**config.mk**
```make
export PLATFORM = sky130hd
export DESIGN_NAME = edo_dram_ctrl
export DESIGN_NICKNAME = d
export VERILOG_FILES = /design/src/rtl/edo_pkg.sv /design/src/rtl/edo_phase_timer.sv /design/src/rtl/edo_ras_age.sv /design/src/rtl/edo_refresh_sched.sv /design/src/rtl/edo_dram_ctrl.sv
export SDC_FILE = /design/constraint.sdc
export NUM_CORES = 1
export LEC_CHECK = 0
export BUFFER_PORTS_ARGS = -buffer_cell sky130_fd_sc_hd__buf_2
export CAP_MARGIN = 20
export CORE_MARGIN = 2
export CORE_UTILIZATION = 57
export DETAILED_ROUTE_END_ITERATION = 10
export GPL_TIMING_DRIVEN = 0
export HOLD_SLACK_MARGIN = 0.02
export PLACE_DENSITY = 0.89
export SKIP_CTS_REPAIR_TIMING = 1
export SYNTH_ARGS = -nofsm -noshare
export SYNTH_HDL_FRONTEND = slang
export SYNTH_SLANG_ARGS = --single-unit
```
**constraint.sdc**
```tcl
create_clock -name clk -period 2.95 [get_ports clk]
set_clock_uncertainty 0.2 [all_clocks]
set_input_delay 0.1475 -clock clk [delete_from_list [all_inputs] [get_ports clk]]
set_output_delay 0.1475 -clock clk [all_outputs]
set_load 0.005 [all_outputs]
```
**src/rtl/edo_pkg.sv**
```systemverilog
// Shared definitions for the EDO DRAM controller.
// Assumes: one controller per DRAM device, one request in flight.
package edo_pkg;

    // Sequencer states. DRAM pin levels are decoded from these.
    typedef enum logic [3:0] {
        S_INIT = 4'd0,  // power-up wait, all strobes high
        S_IDLE = 4'd1,  // row closed, precharge already met
        S_ACT  = 4'd2,  // row strobe low, row address held
        S_OPEN = 4'd3,  // row open, waiting for a hit, a miss or a close
        S_CAS  = 4'd4,  // column strobe low
        S_CP   = 4'd5,  // column strobe precharge
        S_PRE  = 4'd6,  // row strobe precharge
        S_RC   = 4'd7,  // refresh: column strobe leads
        S_RR   = 4'd8   // refresh: row strobe low
    } seq_state_t;

    // Larger of two integers, used to size counters.
    function automatic int imax(input int a, input int b);
        return (a > b) ? a : b;
    endfunction

endpackage

```
**src/rtl/edo_phase_timer.sv**
```systemverilog
// Down-counter that measures how long a sequencer state lasts.
// A load of N makes done true in the last of the N cycles that follow the
// load edge. Assumes every loaded value is at least 1.
module edo_phase_timer #(
    parameter int W       = 16,
    parameter int RST_VAL = 1
) (
    input  logic         clk,
    input  logic         rst_n,
    input  logic         load,
    input  logic [W-1:0] value,
    output logic         done
);
    logic [W-1:0] cnt;

    // Reload on request, otherwise count down to zero and hold there.
    always_ff @(posedge clk) begin
        if (!rst_n)
            cnt <= W'(RST_VAL - 1);
        else if (load)
            cnt <= value - W'(1);
        else if (cnt != '0)
            cnt <= cnt - W'(1);
    end

    assign done = (cnt == '0);
endmodule

```
**src/rtl/edo_ras_age.sv**
```systemverilog
// Counts how many cycles the row strobe has been low, saturating at P_LIMIT.
// The count is cleared in every cycle the row strobe is high.
module edo_ras_age #(
    parameter int P_LIMIT = 10000,
    localparam int AW     = $clog2(P_LIMIT + 1)
) (
    input  logic          clk,
    input  logic          rst_n,
    input  logic          ras_low,
    output logic [AW-1:0] age
);
    // Count while low, saturate, clear while high.
    always_ff @(posedge clk) begin
        if (!rst_n || !ras_low)
            age <= '0;
        else if (age != AW'(P_LIMIT))
            age <= age + AW'(1);
    end
endmodule

```
**src/rtl/edo_refresh_sched.sv**
```systemverilog
// Refresh scheduler: after enable, adds one owed refresh every P_PERIOD
// cycles and removes one for each acknowledge. Owed refreshes saturate at
// P_DEBT. Assumes ack is given only while pending is high.
module edo_refresh_sched #(
    parameter int P_PERIOD = 1560,
    parameter int P_DEBT   = 8,
    localparam int PW      = $clog2(P_PERIOD + 1),
    localparam int DW      = $clog2(P_DEBT + 1)
) (
    input  logic clk,
    input  logic rst_n,
    input  logic en,
    input  logic ack,
    output logic pending
);
    logic [PW-1:0] tick_cnt;
    logic [DW-1:0] debt;
    logic          tick;

    assign tick = en && (tick_cnt == PW'(P_PERIOD - 1));

    // Interval counter, held at zero until the power-up sequence ends.
    always_ff @(posedge clk) begin
        if (!rst_n || !en || tick)
            tick_cnt <= '0;
        else
            tick_cnt <= tick_cnt + PW'(1);
    end

    // Owed-refresh count: add on tick, remove on ack, saturate at the top.
    always_ff @(posedge clk) begin
        if (!rst_n)
            debt <= '0;
        else if (tick && !ack && debt != DW'(P_DEBT))
            debt <= debt + DW'(1);
        else if (!tick && ack && debt != '0)
            debt <= debt - DW'(1);
    end

    assign pending = (debt != '0);
endmodule

```
**src/rtl/edo_dram_ctrl.sv**
```systemverilog
// EDO fast-page-mode DRAM controller, 2M x 8.
// Takes one host request at a time. Keeps the last row open for page hits.
// Closes it on a miss, on an owed refresh, or before the row strobe reaches
// its maximum low time. Runs the power-up wait and refresh burst first.
// Assumes: timing parameters are in clock cycles, each at least 1, and
// P_TRAS + P_TCAS + P_TCP + 4 < P_TRAS_MAX. Pin levels are decoded from the
// state register.
module edo_dram_ctrl
    import edo_pkg::*;
#(
    parameter int P_ROW_W     = 12,
    parameter int P_COL_W     = 9,
    parameter int P_DATA_W    = 8,
    parameter int P_INIT_WAIT = 20000,
    parameter int P_INIT_REFS = 8,
    parameter int P_REF_PERIOD = 1560,
    parameter int P_REF_DEBT  = 8,
    parameter int P_TRCD      = 2,
    parameter int P_TRP       = 4,
    parameter int P_TRAS      = 6,
    parameter int P_TCAS      = 1,
    parameter int P_TCP       = 1,
    parameter int P_TRAS_MAX  = 10000,
    localparam int AW         = P_ROW_W + P_COL_W
) (
    input  logic                clk,
    input  logic                rst_n,
    input  logic                req_valid,
    output logic                req_ready,
    input  logic                req_we,
    input  logic [AW-1:0]       req_addr,
    input  logic [P_DATA_W-1:0] req_wdata,
    output logic                rvalid,
    output logic [P_DATA_W-1:0] rdata,
    output logic                init_done,
    output logic [P_ROW_W-1:0]  dram_addr,
    output logic                dram_ras_n,
    output logic                dram_cas_n,
    output logic                dram_we_n,
    output logic                dram_oe_n,
    output logic [P_DATA_W-1:0] dram_dq_out,
    output logic                dram_dq_oe,
    input  logic [P_DATA_W-1:0] dram_dq_in
);
    localparam int TW        = $clog2(imax(P_INIT_WAIT, 255) + 1);
    localparam int AGE_W     = $clog2(P_TRAS_MAX + 1);
    localparam int GUARD     = P_TCAS + P_TCP + 4;
    localparam int EXPIRE_AT = P_TRAS_MAX - GUARD;
    localparam int IW        = $clog2(P_INIT_REFS + 1);

    seq_state_t           st, nxt;
    logic                 t_load;
    logic [TW-1:0]        t_val;
    logic                 t_done;
    logic [AGE_W-1:0]     age;
    logic                 ref_pending, ref_ack;
    logic [IW-1:0]        init_left;
    logic                 init_done_q;
    logic                 have_req, q_we;
    logic [AW-1:0]        q_addr;
    logic [P_DATA_W-1:0]  q_wdata;
    logic [P_ROW_W-1:0]   open_row;
    logic                 cap_pend;
    logic                 need_ref, expire, ras_min_ok, row_hit, accept;
    logic                 ras_low;

    assign need_ref   = ref_pending || (init_left != '0);
    assign expire     = (age >= AGE_W'(EXPIRE_AT));
    assign ras_min_ok = (age >= AGE_W'(P_TRAS));
    assign row_hit    = (q_addr[AW-1:P_COL_W] == open_row);
    assign req_ready  = init_done_q && !have_req && !need_ref &&
                        ((st == S_IDLE) || (st == S_OPEN && !expire));
    assign accept     = req_valid && req_ready;
    assign ref_ack    = (st == S_RC) && t_done && (init_left == '0);
    assign init_done  = init_done_q;

    // State timer: one counter shared by every timed state.
    edo_phase_timer #(.W(TW), .RST_VAL(P_INIT_WAIT)) u_tmr (
        .clk(clk), .rst_n(rst_n), .load(t_load), .value(t_val), .done(t_done)
    );

    // Row-strobe age, used for the minimum width and the forced close.
    edo_ras_age #(.P_LIMIT(P_TRAS_MAX)) u_age (
        .clk(clk), .rst_n(rst_n), .ras_low(ras_low), .age(age)
    );

    // Periodic refresh demand, started once the power-up burst is over.
    edo_refresh_sched #(.P_PERIOD(P_REF_PERIOD), .P_DEBT(P_REF_DEBT)) u_ref (
        .clk(clk), .rst_n(rst_n), .en(init_done_q), .ack(ref_ack),
        .pending(ref_pending)
    );

    // Next-state logic and timer reload for the state being entered.
    always_comb begin
        nxt    = st;
        t_load = 1'b0;
        t_val  = TW'(1);
        case (st)
            S_INIT: if (t_done) nxt = S_IDLE;
            S_IDLE: begin
                if (need_ref) begin
                    nxt = S_RC; t_load = 1'b1; t_val = TW'(1);
                end else if (have_req) begin
                    nxt = S_ACT; t_load = 1'b1; t_val = TW'(P_TRCD);
                end
            end
            S_RC: if (t_done) begin
                nxt = S_RR; t_load = 1'b1; t_val = TW'(P_TRAS);
            end
            S_RR: if (t_done) begin
                nxt = S_PRE; t_load = 1'b1; t_val = TW'(P_TRP);
            end
            S_PRE: if (t_done) nxt = S_IDLE;
            S_ACT: if (t_done) begin
                nxt = S_CAS; t_load = 1'b1; t_val = TW'(P_TCAS);
            end
            S_CAS: if (t_done) begin
                nxt = S_CP; t_load = 1'b1; t_val = TW'(P_TCP);
            end
            S_CP: if (t_done) nxt = S_OPEN;
            S_OPEN: begin
                if ((need_ref || expire || (have_req && !row_hit)) && ras_min_ok) begin
                    nxt = S_PRE; t_load = 1'b1; t_val = TW'(P_TRP);
                end else if (have_req && row_hit) begin
                    nxt = S_CAS; t_load = 1'b1; t_val = TW'(P_TCAS);
                end
            end
            default: nxt = S_IDLE;
        endcase
    end

    // State register.
    always_ff @(posedge clk) begin
        if (!rst_n) st <= S_INIT;
        else        st <= nxt;
    end

    // Request holding register: filled on accept, emptied when its column cycle starts.
    always_ff @(posedge clk) begin
        if (!rst_n) begin
            have_req <= 1'b0;
            q_we     <= 1'b0;
            q_addr   <= '0;
            q_wdata  <= '0;
        end else if (accept) begin
            have_req <= 1'b1;
            q_we     <= req_we;
            q_addr   <= req_addr;
            q_wdata  <= req_wdata;
        end else if (nxt == S_CAS && st != S_CAS) begin
            have_req <= 1'b0;
        end
    end

    // Open-row tag, taken when an activation reaches its column cycle.
    always_ff @(posedge clk) begin
        if (!rst_n)                            open_row <= '0;
        else if (st == S_ACT && nxt == S_CAS)  open_row <= q_addr[AW-1:P_COL_W];
    end

    // Power-up refresh countdown and the done flag.
    always_ff @(posedge clk) begin
        if (!rst_n) begin
            init_left   <= IW'(P_INIT_REFS);
            init_done_q <= 1'b0;
        end else begin
            if (st == S_RC && t_done && init_left != '0)
                init_left <= init_left - IW'(1);
            if (st == S_IDLE && init_left == '0)
                init_done_q <= 1'b1;
        end
    end

    // Read capture, one cycle after the column strobe count runs out.
    always_ff @(posedge clk) begin
        if (!rst_n) begin
            cap_pend <= 1'b0;
            rvalid   <= 1'b0;
            rdata    <= '0;
        end else begin
            cap_pend <= (st == S_CAS) && t_done && !q_we;
            rvalid   <= cap_pend;
            if (cap_pend) rdata <= dram_dq_in;
        end
    end

    // Pin decode from the state register.
    always_comb begin
        ras_low     = (st == S_ACT) || (st == S_OPEN) || (st == S_CAS) ||
                      (st == S_CP)  || (st == S_RR);
        dram_ras_n  = !ras_low;
        dram_cas_n  = !((st == S_CAS) || (st == S_RC) || (st == S_RR));
        dram_we_n   = !((st == S_CAS) && q_we);
        dram_oe_n   = !(((st == S_CAS) || (st == S_CP)) && !q_we);
        dram_dq_oe  = (st == S_CAS) && q_we;
        dram_dq_out = q_wdata;
        if (st == S_CAS || st == S_CP)
            dram_addr = {{(P_ROW_W - P_COL_W){1'b0}}, q_addr[P_COL_W-1:0]};
        else
            dram_addr = q_addr[AW-1:P_COL_W];
    end
endmodule

```
==> flow_summary.yaml <==
floorplanning:
  rows: 34
  die_y_um: 98.9
  start_util: 0.588
  dieArea_um2: 9770
  die_x_um: 98.9
  pin_count: 77
  core-area_um2: 8720
global_route:
  track_usage: 0.249
  grt.busiest_layer: "met2"
  grt_use_met1: 0.312
  antenna_found_initial: 1
  grt.overflow.total: 0
  gr-usage-met3: 0.0511
  grt_max_degree: 20
  grt_pass1_vias: 4484
  grt_use_met2: 0.432
  grt_pass1_wl_mm: 20.3
worst_setup_path:
  critical_path.max_fanout: 6
  ff2ff_setup_slack_ns: -0.04
  required_ns: 3.06
  crit_path_start_kind: "flop"
  crit_type: "reg -> reg"
  crit_path_end_kind: "flop"
  arrival_ns: 3.11
sta:
  timing.final.crit_share: 1.02
  finalWorstSetupSlack_ns: -0.0449
  slew_headroom: 0.475
  setup_viol: 1
  worstMarginPinSlew_ns: 0.786
  drv_slew: 0
  fmax_mhz: 334
  timing.final.hold_violations: 0
  period_minus_slack_ns: 2.99
route:
  drt_iter0_markers: 402
  first_pass_iters: 5
  totalWireLength_mm: 15.7
  wire_per_inst_um: 18.7
  drc: 0
  viasPerCell: 6.04
  postRouteAntennaNets: 0
  vias: 5051
logic_synthesis:
  postSynthAreaPerCell_um2: 8.68
  synth_cells: 591
  yosys_warnings: 0
  synth_compound_area_frac: 0.0995
  ys_seq_elements: 106
  synth-simple-area-share: 0.268
  yosysSeqAreaShare: 0.414
  synth_top_family_by_area: "simple AND/OR/NAND/NOR gates"
  synth_edf_count: 0
  ys_async_sr_fraction: 0
  synth-xor-area-share: 0.0854
  synthMuxAreaShare: 0.0712
  syn_nets: 643
  ys_types: 60
  synth_flop_cell: "dfxtp_1"
  syn-cell-area_um2: 5130
  synthAdderAreaFrac: 0.0283
finish:
  fin_area_um2: 6360
  drive_gt1_frac: 0.241
  area_delta_synth_final_pct: 24.0
  nNetsFinal: 773
  nFillCells: 516
cts:
  tritoncts: "done"
  numClockSinks: 106
  clockRootBuffer: "clkbuf_8"
  clk_path_buf_depth: 2
  htree_levels: 3
  cts_made_buffers: 9
  clkLatencyLatePin_ns: 0.38
  clk_pin_slew_ns: 0.12
min_path:
  hold_class: "in -> reg"
placement:
  port_buffers: 76
  placed_cell_area_um2: 5650
  dpl.hpwl_mm: 8.85
  place_congestion: 0.888
power_and_ir_drop:
  power.total_uw: 2500
  cellLeakagePower_uw: 0.00248
  powerDensity_nw_per_um2: 393
  ir_worst_vdd_uv: 272
flow_run:
  drv_cap: 0
status:
  status: "complete, but fails checks"
  violations: "setup timing"
-- logic make-up after synthesis --
group	Yosys count
AOI/OAI and AO/OA	83
xor gates and xnor gates	50
adders and majority gates	11
buffers and inverters	39
DFF	106
muxes	34
and+or+nand+nor	268
-- synth_stat cells, types with 3 or more instances --
master	n	area, um2
inv_1	13	48.8
nor3_1	13	65.1
or3_1	6	37.5
nor2_1	85	319
dfxtp_1	106	2120
or4_1	3	22.5
xor2_1	21	184
nand2_1	61	229
nand2b_1	5	31.3
xnor2_1	29	254
nor4_1	8	50.1
buf_6	3	33.8
o21ai_0	13	65.1
buf_2	5	25.0
nor3b_1	5	37.5
clkbuf_1	16	60.1
a31oi_1	4	25.0
mux2i_1	23	230
nand2_2	30	188
a21oi_1	40	200
nor4_2	3	37.5
o31ai_1	4	30.0
ha_1	10	125
and3_1	4	25.0
and2_1	3	18.8
nand3_1	13	65.1
nand4_1	9	56.3
nor2b_1	5	31.3
mux2_2	10	113
-- stage by stage --
| step | cells | worst slack, ns | setup TNS, ns | util | hold WS (ns) |
|---|---|---|---|---|---|
| after global routing | 835 | -0.130 | -0.183 | 0.729 | 0.275 |
| after CTS | 791 | -0.329 | -0.487 | 0.669 | -0.212 |
| after floorplan | 591 | 0.207 | 0 | - | 0.0849 |
| final | 836 | -0.0449 | -0.0449 | 0.729 | 0.235 |
| after global placement | 775 | -0.0724 | -0.0724 | 0.647 | 0.183 |
| after detailed placement | 775 | -0.258 | -0.258 | 0.647 | 0.190 |
-- where the power goes --
group,internal [uW],switching [uW]
Combinational,87.0,85.6
Sequential,1440,11.6
Clock,328,549
-- layer usage --
metal	share of wire	wire length, um
met2	0.51	7930
met4	0.046	718
met1	0.37	5820
met3	0.077	1210
met5	0	0
-- layout make-up --
type,instances,area [um2],share of cell area
well taps,108,135,0.0212
multi-input cells,446,2930,0.460
clock buffers,10,128,0.0201
inverters,14,52.6,0.00826
flip-flops and latches,106,2120,0.334
diodes,2,5.00,0.000787
plain buffers,24,121,0.0191
clock inverters,6,58.8,0.00924
repair buffers,120,808,0.127
-- critical path: stages, from the launching register on --
cell      delay (ns)
dfxtp_1         0.34
inv_1           0.11
ha_1            0.21
nor3b_1         0.67
a21o_1          0.25
nand2b_4        0.16
ha_1            0.23
a21o_1          0.21
a21oi_2         0.16
mux4_2          0.31
nor2_1          0.09
-- placed cells by master (no fill, tap or decap), types with 15 or more instances in the layout --
cell type / count
mux2i_1: 23
nand2_2: 30
buf_2: 81
xor2_1: 21
nand2_1: 61
dlygate4sd3_1: 39
clkbuf_1: 15
a21oi_1: 39
xnor2_1: 29
dfxtp_1: 104
nor2_1: 85
-- worst paths after layout --
| kind | startpoint | to | cells past startpoint |
|---|---|---|---|
| worst max-delay path | init_left[1] | u_ref.debt[3] | 10 |
| worst min-delay path | req_valid | q_addr[7] | 6 |
| worst max register to register | init_left[1] | u_ref.debt[3] | 10 |
| worst min register to register | dram_dq_out[5] | dram_dq_out[5] | 2 |
-- flip-flops by register name (all words and copies together) (netlist names) --
name and cells:
q_addr 21, u_tmr.cnt 15, u_age.age 14, open_row 12
u_ref.tick_cnt 11, dram_dq_out 8, rdata 8, init_left 4
st 4, u_ref.debt 4, cap_pend 1, have_req 1
init_done 1, q_we 1, rvalid 1
Note: power is estimated with default switching activity, not from simulation.
